<file path="src/rtl/idle_screen_pkg.sv">
package idle_screen_pkg;
  localparam int unsigned BYTE_W = 8;

  // one delay-line slot: a byte with its qualifiers
  typedef struct packed {
    logic              valid;
    logic              soc;
    logic [BYTE_W-1:0] data;
  } lane_t;

  // strobes from control to datapath
  typedef struct packed {
    logic keepLoad;  // start byte of a cell moves to the output slot
    logic keepVal;   // verdict for that cell: 1 = pass
  } verdict_t;
endpackage

</file>
<file path="src/rtl/idle_screen_ctl.sv">
module idle_screen_ctl
  import idle_screen_pkg::*;
#(
  parameter int unsigned NPORTS    = 4,
  parameter int unsigned HDR_BYTES = 4,
  parameter int unsigned PORT_W    = $clog2(NPORTS)
) (
  input  logic                             clk,
  input  logic                             rstN,
  input  logic                             inValid,
  input  logic                             inSoc,
  input  logic [BYTE_W-1:0]                inByte,
  input  logic [PORT_W-1:0]                portSel,
  input  logic                             dropIdleEn,
  input  logic [HDR_BYTES*BYTE_W-1:0]      idleHdr,
  input  logic [HDR_BYTES*BYTE_W-1:0]      idleMask,
  input  logic [NPORTS-1:0]                rejEn,
  input  logic [NPORTS*HDR_BYTES*BYTE_W-1:0] rejHdr,
  input  logic [NPORTS*HDR_BYTES*BYTE_W-1:0] rejMask,
  input  lane_t [HDR_BYTES-2:0]            lanes,
  output verdict_t                         verdict,
  output logic [PORT_W-1:0]                cellPort
);
  localparam int unsigned HDR_W = HDR_BYTES * BYTE_W;
  localparam int unsigned OLD   = HDR_BYTES - 2;  // slot holding header byte 0

  logic [HDR_W-1:0]  shIdleHdr, shIdleMask, shRejHdr, shRejMask;
  logic              shIdleEn, shRejEn;
  logic [PORT_W-1:0] shPort;
  logic              cellStart;
  logic [HDR_W-1:0]  hdrWord;
  logic              hdrOk, idleHit, rejHit;

  assign cellStart = inValid && inSoc;

  // per-cell shadow copy; only the addressed port's reject entry is kept
  always_ff @(posedge clk or negedge rstN) begin
    if (!rstN) begin
      shIdleHdr  <= '0;
      shIdleMask <= '0;
      shIdleEn   <= 1'b0;
      shRejHdr   <= '0;
      shRejMask  <= '0;
      shRejEn    <= 1'b0;
      shPort     <= '0;
    end else if (cellStart) begin
      shIdleHdr  <= idleHdr;
      shIdleMask <= idleMask;
      shIdleEn   <= dropIdleEn;
      shRejHdr   <= rejHdr[int'(portSel)*HDR_W +: HDR_W];
      shRejMask  <= rejMask[int'(portSel)*HDR_W +: HDR_W];
      shRejEn    <= rejEn[portSel];
      shPort     <= portSel;
    end
  end

  // header assembled from the delay line plus the byte now arriving
  always_comb begin
    hdrWord              = '0;
    hdrWord[BYTE_W-1:0]  = inByte;
    hdrOk = inValid && !inSoc && lanes[OLD].valid && lanes[OLD].soc;
    for (int i = 0; i < HDR_BYTES - 1; i++) begin
      hdrWord[BYTE_W*(i+1) +: BYTE_W] = lanes[i].data;
      if (i < OLD) hdrOk = hdrOk && lanes[i].valid && !lanes[i].soc;
    end
  end

  assign idleHit = shIdleEn && (((hdrWord ^ shIdleHdr) & shIdleMask) == '0);
  assign rejHit  = shRejEn  && (((hdrWord ^ shRejHdr)  & shRejMask)  == '0);

  assign verdict.keepLoad = lanes[OLD].valid && lanes[OLD].soc;
  assign verdict.keepVal  = hdrOk && !idleHit && !rejHit;
  assign cellPort         = shPort;

  AST_CFG_HELD: assert property (@(posedge clk) disable iff (!rstN)
    !$past(cellStart) |-> ($stable(shIdleHdr) && $stable(shIdleEn) && $stable(shPort)))
    else $error("config shadow moved inside a cell");
endmodule

</file>
<file path="src/rtl/idle_screen_dp.sv">
module idle_screen_dp
  import idle_screen_pkg::*;
#(
  parameter int unsigned NPORTS     = 4,
  parameter int unsigned HDR_BYTES  = 4,
  parameter int unsigned CELL_BYTES = 53,
  parameter int unsigned PORT_W     = $clog2(NPORTS)
) (
  input  logic                 clk,
  input  logic                 rstN,
  input  logic                 inValid,
  input  logic                 inSoc,
  input  logic [BYTE_W-1:0]    inByte,
  input  verdict_t             verdict,
  input  logic [PORT_W-1:0]    cellPort,
  output lane_t [HDR_BYTES-2:0] lanes,
  output logic                 outValid,
  output logic                 outSoc,
  output logic [BYTE_W-1:0]    outByte,
  output logic [NPORTS-1:0]    outPortStrobe
);
  localparam int unsigned IDX_W = $clog2(CELL_BYTES + 1);
  localparam int unsigned LAST  = HDR_BYTES - 1;

  lane_t [HDR_BYTES-1:0] stage;
  lane_t                 newLane;
  logic                  keepReg;
  logic [PORT_W-1:0]     portReg;
  logic [IDX_W-1:0]      idx;   // position of the byte in the output slot

  assign newLane = '{valid: inValid, soc: inValid && inSoc, data: inByte};

  always_ff @(posedge clk or negedge rstN) begin
    if (!rstN) stage <= '0;
    else       stage <= {stage[HDR_BYTES-2:0], newLane};
  end

  always_ff @(posedge clk or negedge rstN) begin
    if (!rstN) begin
      keepReg <= 1'b0;
      portReg <= '0;
      idx     <= IDX_W'(CELL_BYTES);
    end else begin
      if (verdict.keepLoad) begin
        keepReg <= verdict.keepVal;
        portReg <= cellPort;
      end
      if (stage[LAST-1].valid) begin
        if (stage[LAST-1].soc)                idx <= '0;
        else if (idx != IDX_W'(CELL_BYTES))   idx <= idx + 1'b1;
      end
    end
  end

  assign lanes    = stage[HDR_BYTES-2:0];
  assign outValid = stage[LAST].valid && keepReg && (idx < IDX_W'(CELL_BYTES));
  assign outSoc   = outValid && stage[LAST].soc;
  assign outByte  = stage[LAST].data;

  for (genvar p = 0; p < NPORTS; p++) begin : g_strobe
    assign outPortStrobe[p] = outValid && (portReg == PORT_W'(p));
  end

  AST_DROP_SILENT: assert property (@(posedge clk) disable iff (!rstN)
    (verdict.keepLoad && !verdict.keepVal) |=> !outValid)
    else $error("dropped cell produced a byte");
  AST_STROBE_ONEHOT: assert property (@(posedge clk) disable iff (!rstN)
    $onehot0(outPortStrobe))
    else $error("more than one port strobe");
  AST_STROBE_WITH_BYTE: assert property (@(posedge clk) disable iff (!rstN)
    outValid |-> ($countones(outPortStrobe) == 1))
    else $error("byte without port strobe");
endmodule

</file>
<file path="src/rtl/idle_cell_screen.sv">
module idle_cell_screen
  import idle_screen_pkg::*;
#(
  parameter int unsigned NPORTS     = 4,
  parameter int unsigned HDR_BYTES  = 4,
  parameter int unsigned CELL_BYTES = 53
) (
  input  logic                               clk,
  input  logic                               rstN,
  input  logic                               inValid,
  input  logic                               inSoc,
  input  logic [7:0]                         inByte,
  input  logic [$clog2(NPORTS)-1:0]          portSel,
  input  logic                               dropIdleEn,
  input  logic [HDR_BYTES*8-1:0]             idleHdr,
  input  logic [HDR_BYTES*8-1:0]             idleMask,
  input  logic [NPORTS-1:0]                  rejEn,
  input  logic [NPORTS*HDR_BYTES*8-1:0]      rejHdr,
  input  logic [NPORTS*HDR_BYTES*8-1:0]      rejMask,
  output logic                               outValid,
  output logic                               outSoc,
  output logic [7:0]                         outByte,
  output logic [NPORTS-1:0]                  outPortStrobe
);
  localparam int unsigned PORT_W = $clog2(NPORTS);

  verdict_t              verdict;
  logic [PORT_W-1:0]     cellPort;
  lane_t [HDR_BYTES-2:0] lanes;

  idle_screen_ctl #(.NPORTS(NPORTS), .HDR_BYTES(HDR_BYTES), .PORT_W(PORT_W)) u_ctl (
    .clk(clk), .rstN(rstN), .inValid(inValid), .inSoc(inSoc), .inByte(inByte),
    .portSel(portSel), .dropIdleEn(dropIdleEn), .idleHdr(idleHdr), .idleMask(idleMask),
    .rejEn(rejEn), .rejHdr(rejHdr), .rejMask(rejMask), .lanes(lanes),
    .verdict(verdict), .cellPort(cellPort)
  );

  idle_screen_dp #(.NPORTS(NPORTS), .HDR_BYTES(HDR_BYTES), .CELL_BYTES(CELL_BYTES),
                   .PORT_W(PORT_W)) u_dp (
    .clk(clk), .rstN(rstN), .inValid(inValid), .inSoc(inSoc), .inByte(inByte),
    .verdict(verdict), .cellPort(cellPort), .lanes(lanes),
    .outValid(outValid), .outSoc(outSoc), .outByte(outByte), .outPortStrobe(outPortStrobe)
  );
endmodule

</file>
<file path="config.mk">
export PLATFORM = sky130hd
export DESIGN_NAME = idle_cell_screen
export DESIGN_NICKNAME = d
export VERILOG_FILES = /design/src/rtl/idle_screen_pkg.sv /design/src/rtl/idle_screen_ctl.sv /design/src/rtl/idle_screen_dp.sv /design/src/rtl/idle_cell_screen.sv
export SDC_FILE = /design/constraint.sdc
export NUM_CORES = 1
export LEC_CHECK = 0
export BUFFER_PORTS_ARGS = -buffer_cell sky130_fd_sc_hd__buf_4
export CAP_MARGIN = 15
export CORE_MARGIN = 5
export CORE_UTILIZATION = 53
export CTS_CLUSTER_DIAMETER = 100
export DETAILED_ROUTE_END_ITERATION = 8
export PLACE_DENSITY = 0.86
export SLEW_MARGIN = 10
export SYNTH_ARGS = -nofsm -noshare
export SYNTH_HDL_FRONTEND = slang
export SYNTH_SLANG_ARGS = --single-unit
</file>
<file path="constraint.sdc">
create_clock -name clk -period 2.55 [get_ports clk]
set_clock_uncertainty 0.1 [all_clocks]
set_input_delay 0.51 -clock clk [delete_from_list [all_inputs] [get_ports clk]]
set_output_delay 0.51 -clock clk [all_outputs]
set_load 0.01 [all_outputs]
</file>
# Word level (Yosys, flattened, before mapping)
# Cells that the tools add are included.
word_totals:
  reg_bits: 181
  latch_bits: 0
  mem_bits_rw: 0
  rom_bits: 0
  inputBits: 339
  output_inout_bits: 14
  word_cells: 69
  n_memories: 0
classes:
  add_sub_neg: 1
  multipliers: 0
  div_mod_pow: 0
  n_lt_le_gt_ge: 2
  n_eq_ne: 4
  shift: 2
  mux: 4
  bitwise_logic: 4
  n_reduce_logical: 30
op_table:
  columns: ["cell", "count"]
  rows:
  - ["$shiftx 128x8->32", 2]
  - ["$and 32x32->32", 2]
  - ["$logic_not 32->1", 2]
  - ["$xor 32x32->32", 2]
  - ["$logic_and 1x1->1", 20]
  - ["$mux 6", 2]
  - ["$add 6x1->6 const B", 1]
  - ["$lt 6x6->1 const B", 1]
  - ["$ne 6x6->1 const B", 1]
  - ["$logic_not 1->1", 5]
  - ["$eq 2x2->1 const B", 2]
  - ["$lt 2x3->1 const B", 1]
  - ["$bmux 1 s2", 1]
  - ["$eq 2x1->1 const B", 1]
  - ["$logic_not 2->1", 1]
  - ["$reduce_and 2->1", 1]
  - ["$reduce_bool 2->1", 1]
  - ["$mux 1", 1]

# Logic depth before layout (Yosys ltp)
depth:
  depth_word: 10
  ltp_mapped: 7
  depth_no_buf: 7

# Hierarchy
# Synthesis repeated with hierarchy kept, for this count alone.
hier_totals:
  hier_cells: 602
  area_unflattened_um2: 9173.8
modules_own_cells:
  columns: ["mod", "instances", "cells_per_inst", "area_each_um2", "seq_area_each_um2"]
  rows:
  - ["idle_screen_ctl", 1, 468, 7314.5, 3303.2]
  - ["idle_screen_dp", 1, 134, 1859.3, 1231.2]

# Worst setup path before layout
# Ideal clock, no wire load.
synth_timing:
  path_kind: "reg2out"
  startpoint: "reg u_dp.idx[0]"
  endpoint: "out outPortStrobe[3]"
  arrival_ps: 1365
  setup_slack_ps: 575
  path_stages_with_launch: 7
  path_buffers: 0
  path_cell_list: "dfstp_2 > inv_1 > ha_1 > inv_1 > a21oi_1 > o211a_1 > and3_1"
synth_via:
  elab_chain_cells: 3
synth_lines:
  columns: ["item", "line", "text"]
  rows:
  - ["start: declaration", "idle_screen_dp.sv:29", "logic [IDX_W-1:0] idx;"]
  - ["start signal: assignment", "idle_screen_dp.sv:42", "idx <= IDX_W'(CELL_BYTES);"]
  - ["start signal: assignment", "idle_screen_dp.sv:50", "else if (idx != IDX_W'(CELL_BYTES)) idx <= idx + 1'b1;"]
  - ["$lt 6x6->1", "idle_screen_dp.sv:56", "assign outValid = stage[LAST].valid && keepReg && (idx < IDX_W'(CELL_BYTES));"]
  - ["$logic_and 1x1->1", "idle_screen_dp.sv:56", null]
  - ["net outValid", "idle_cell_screen.sv:20", "output logic outValid,"]
  - ["$logic_and 1x1->1", "idle_screen_dp.sv:61", "assign outPortStrobe[p] = outValid && (portReg == PORT_W'(p));"]
  - ["end: declaration", "idle_cell_screen.sv:23", "output logic [NPORTS-1:0] outPortStrobe"]
# The timed path passes the listed nets, and every way through them passes these cells.

# Final worst setup path
layout_timing:
  startpoint: "reg u_dp.idx[0]"
  endpoint: "out outPortStrobe[1]"
layout_via:
  elab_chain_cells: 3
layout_lines:
  columns: ["item", "line"]
  rows:
  - ["$lt 6x6->1", "idle_screen_dp.sv:56"]
  - ["$logic_and 1x1->1", "idle_screen_dp.sv:56"]
  - ["$logic_and 1x1->1", "idle_screen_dp.sv:61"]
# No other way between the ends.

==> results by group <==
Global route
  – Largest net degree at the start of global routing: 78
  – Global route total overflow: 0
  – Global-route wire length before repair: 42,700 um
  – Gr usage total: 28.9%
  – Vias in the first global route: 7,499
  – Initial antenna violation count: 0

STA
  – Setup Viol. Count Final: 0
  – Least-Margin Pin Slew: 0.649 ns
  – Final Hold Fails: 0
  – Max Slew Vio Count: 0
  – Fin crit share: 96.4%
  – Minimum clock period: 2.46 ns
  – RSZ-0062 raised after global routing: false
  – Fmax: 407 MHz
  – Slew headroom: 56.7%
  – Setup TNS Final: 0 ns

Placed design
  – DP Area: 0.0118 mm^2
  – GPL Wtd Cong: 0.883
  – IO Port Bufs: 352
  – Final HPWL DP: 22,200 um

Setup path
  – Worst R2R Start: u_dp.lanes[2]
  – Worst Setup Start Kind: flip-flop
  – CP max FO: 6
  – Crit path kind: flip-flop to output port
  – Worst Path Required: 1.94 ns
  – CP arrival: 1.85 ns
  – Crit path from: u_dp.idx[0]
  – Crit end category: output port

Yosys
  – Syn_nets: 913
  – Post-synth top area share: 49.8%
  – Ys Warns: 0
  – #FFs+latches synth: 181
  – Commonest cells post-synth: dfrtp_1 (177), mux2_2 (134), mux4_2 (65)
  – Most common cell in the netlist: dfrtp_1
  – Area leader, netlist: dfrtp_1
  – Netlist cell types: 38
  – FFs w/ async S/R, synth: 100%
  – EDFF count, synth: 0
  – Synth top area cells: dfrtp_1 (50%), mux2_2 (17%), mux4_2 (16%), xor2_1 (6.3%), a22oi_1 (1.7%)
  – Post-synth top flop: dfrtp_1
  – Avg Cell Area, Syn: 15.6 um^2
  – Cell Area, Synth: 0.00890 mm^2
  – Post-synthesis instance total: 571
  – Register area share after synthesis: 51.0%

Clock tree
  – Max Root-Sink Buffers: 2
  – Clk sinks: 181
  – Skew-Pair Late Insertion Delay: 0.43 ns
  – H-tree levels: 4
  – Clock tree from TritonCTS: yes
  – CTS hold repair buffers: 0
  – Clock slew seen by the registers of the worst setup and hold paths: 0.07 ns
  – CTS buffer count: 17
  – CTS root buf: clkbuf_16

Layout
  – Area grow syn2layout: 40.0%
  – Share of layout cells above drive strength 1: 65.3%
  – # diodes: 0
  – Post-route cell area: 0.0125 mm^2
  – Nets: 1,265

Routing
  – Via/cell ratio: 5.67
  – Drt first pass iters: 5
  – Avg WL per Cell: 24.0 um
  – DR vias: 6,553
  – Antenna Nets Post-Route: 0
  – DRC violations left: 0
  – Routed WL: 27,800 um
  – DR iter-0 viols: 387

Pwr
  – PD cells: 646 mW/mm^2
  – VDD IR max: 0.510 mV
  – Leak pwr: 5.64 nW

Floorplan
  – Die Y: 140 um
  – IO Pins: 353
  – Die W: 140 um
  – Initial core utilization: 53.8%
  – Core area: 0.0165 mm^2
  – FP Rows: 47
  – Die area: 0.0195 mm^2

Run
  – MaxCap Viol Count: 0

Status
  – Status: completed

Hold path
  – Hold WC Path Type: input port to asynchronous set/reset pin
-- layer usage --
layer  up-vias  wire length (um)  GRT usage [%]
li1       2872                 -              -
met1      3329             10400           35.5
met2       291             14300           49.4
met3        61              2000           7.24
met4         0              1140           11.6
met5         -                 0              0
-- cell families (layout without fill, tap and decap cells) --
logic type / count (synthesis) / count (layout) / synth area share (%)
fa+ha+maj: 3 / 3 / 0.422
buf+inv: 43 / 408 / 2.78
xor+xnor: 66 / 66 / 6.50
flops: 181 / 181 / 51.0
mux: 200 / 200 / 33.5
simple gates: 37 / 37 / 2.38
compound gates: 41 / 41 / 3.43
-- per-stage QoR --
stage	cells	utilization [%]	power, mW	hold WS (ns)	setup slack, ns
after floorplan	571	-	4.51	0.114	0.575
after global placement	1121	71.4	5.28	0.255	0.213
after detailed placement	1121	71.4	5.35	0.257	0.227
after CTS	1155	75.2	8.05	0.0337	0.00793
after global routing	1156	75.4	8.40	0.0508	0.0201
final	1156	75.4	8.04	0.0156	0.0914
-- critical path, cell delays in order, from the launching register on --
cell and delay, ns:
dfstp_2 0.54, inv_2 0.05, ha_4 0.15, inv_2 0.05, a21oi_2 0.06, o211a_4 0.26, and3b_1 0.19, buf_6 0.12
-- layout by cell type (no fill, tap or decap), types with 7 or more instances in the layout --
master,count
mux4_2,65
nand4_1,8
xor2_1,64
nand2_1,9
buf_12,7
buf_4,360
dfrtp_1,177
clkbuf_16,17
mux2_2,134
a22oi_1,20
-- repair_timing --
item	CTS	global route
gates resized for setup	2	7
pin swaps	3	3
setup endpoints to repair	5	6
gates cloned	0	0
buffers inserted	2	1
-- cell type report --
class,count,area [um^2]
tap,220,275
timing repair buffer,369,2870
clock buffer,19,443
fill,1046,4070
inverter,7,28.8
clock inverter,13,163
sequential,181,4530
multi-input combinational,347,4140
-- registers in the layout (all words and copies together) (netlist names) --
| register | count |
|---|---|
| u_dp.outByte | 8 |
| u_ctl.shIdleHdr | 32 |
| u_ctl.shRejMask | 32 |
| u_ctl.shRejHdr | 32 |
| u_dp.idx | 6 |
| u_ctl.cellPort | 2 |
| u_dp.keepReg | 1 |
| u_dp.lanes | 30 |
| u_dp.portReg | 2 |
| u_ctl.shIdleMask | 32 |
| u_dp.stage | 2 |
| u_ctl.shIdleEn | 1 |
| u_ctl.shRejEn | 1 |
-- path summary, 6_finish.rpt --
kind	to	slack, ns	cells past startpoint
max	outPortStrobe[1]	0.09	7
min	u_ctl.shIdleMask[17]	0.02	1
max reg2reg	u_dp.keepReg	0.37	6
min reg2reg	u_dp.lanes[29]	0.28	0
max in group asynchronous	u_dp.idx[4]	1.63	2
min in group clk	u_dp.lanes[2]	0.11	1
-- power breakdown --
part           total, mW  internal [mW]  leakage (nW)  switching (mW)
sequential          3.66           3.31          2.13           0.351
clock               2.69           1.51         0.288            1.18
combinational       1.69           1.05          3.22           0.642
Power figures use the tool's default switching activity.
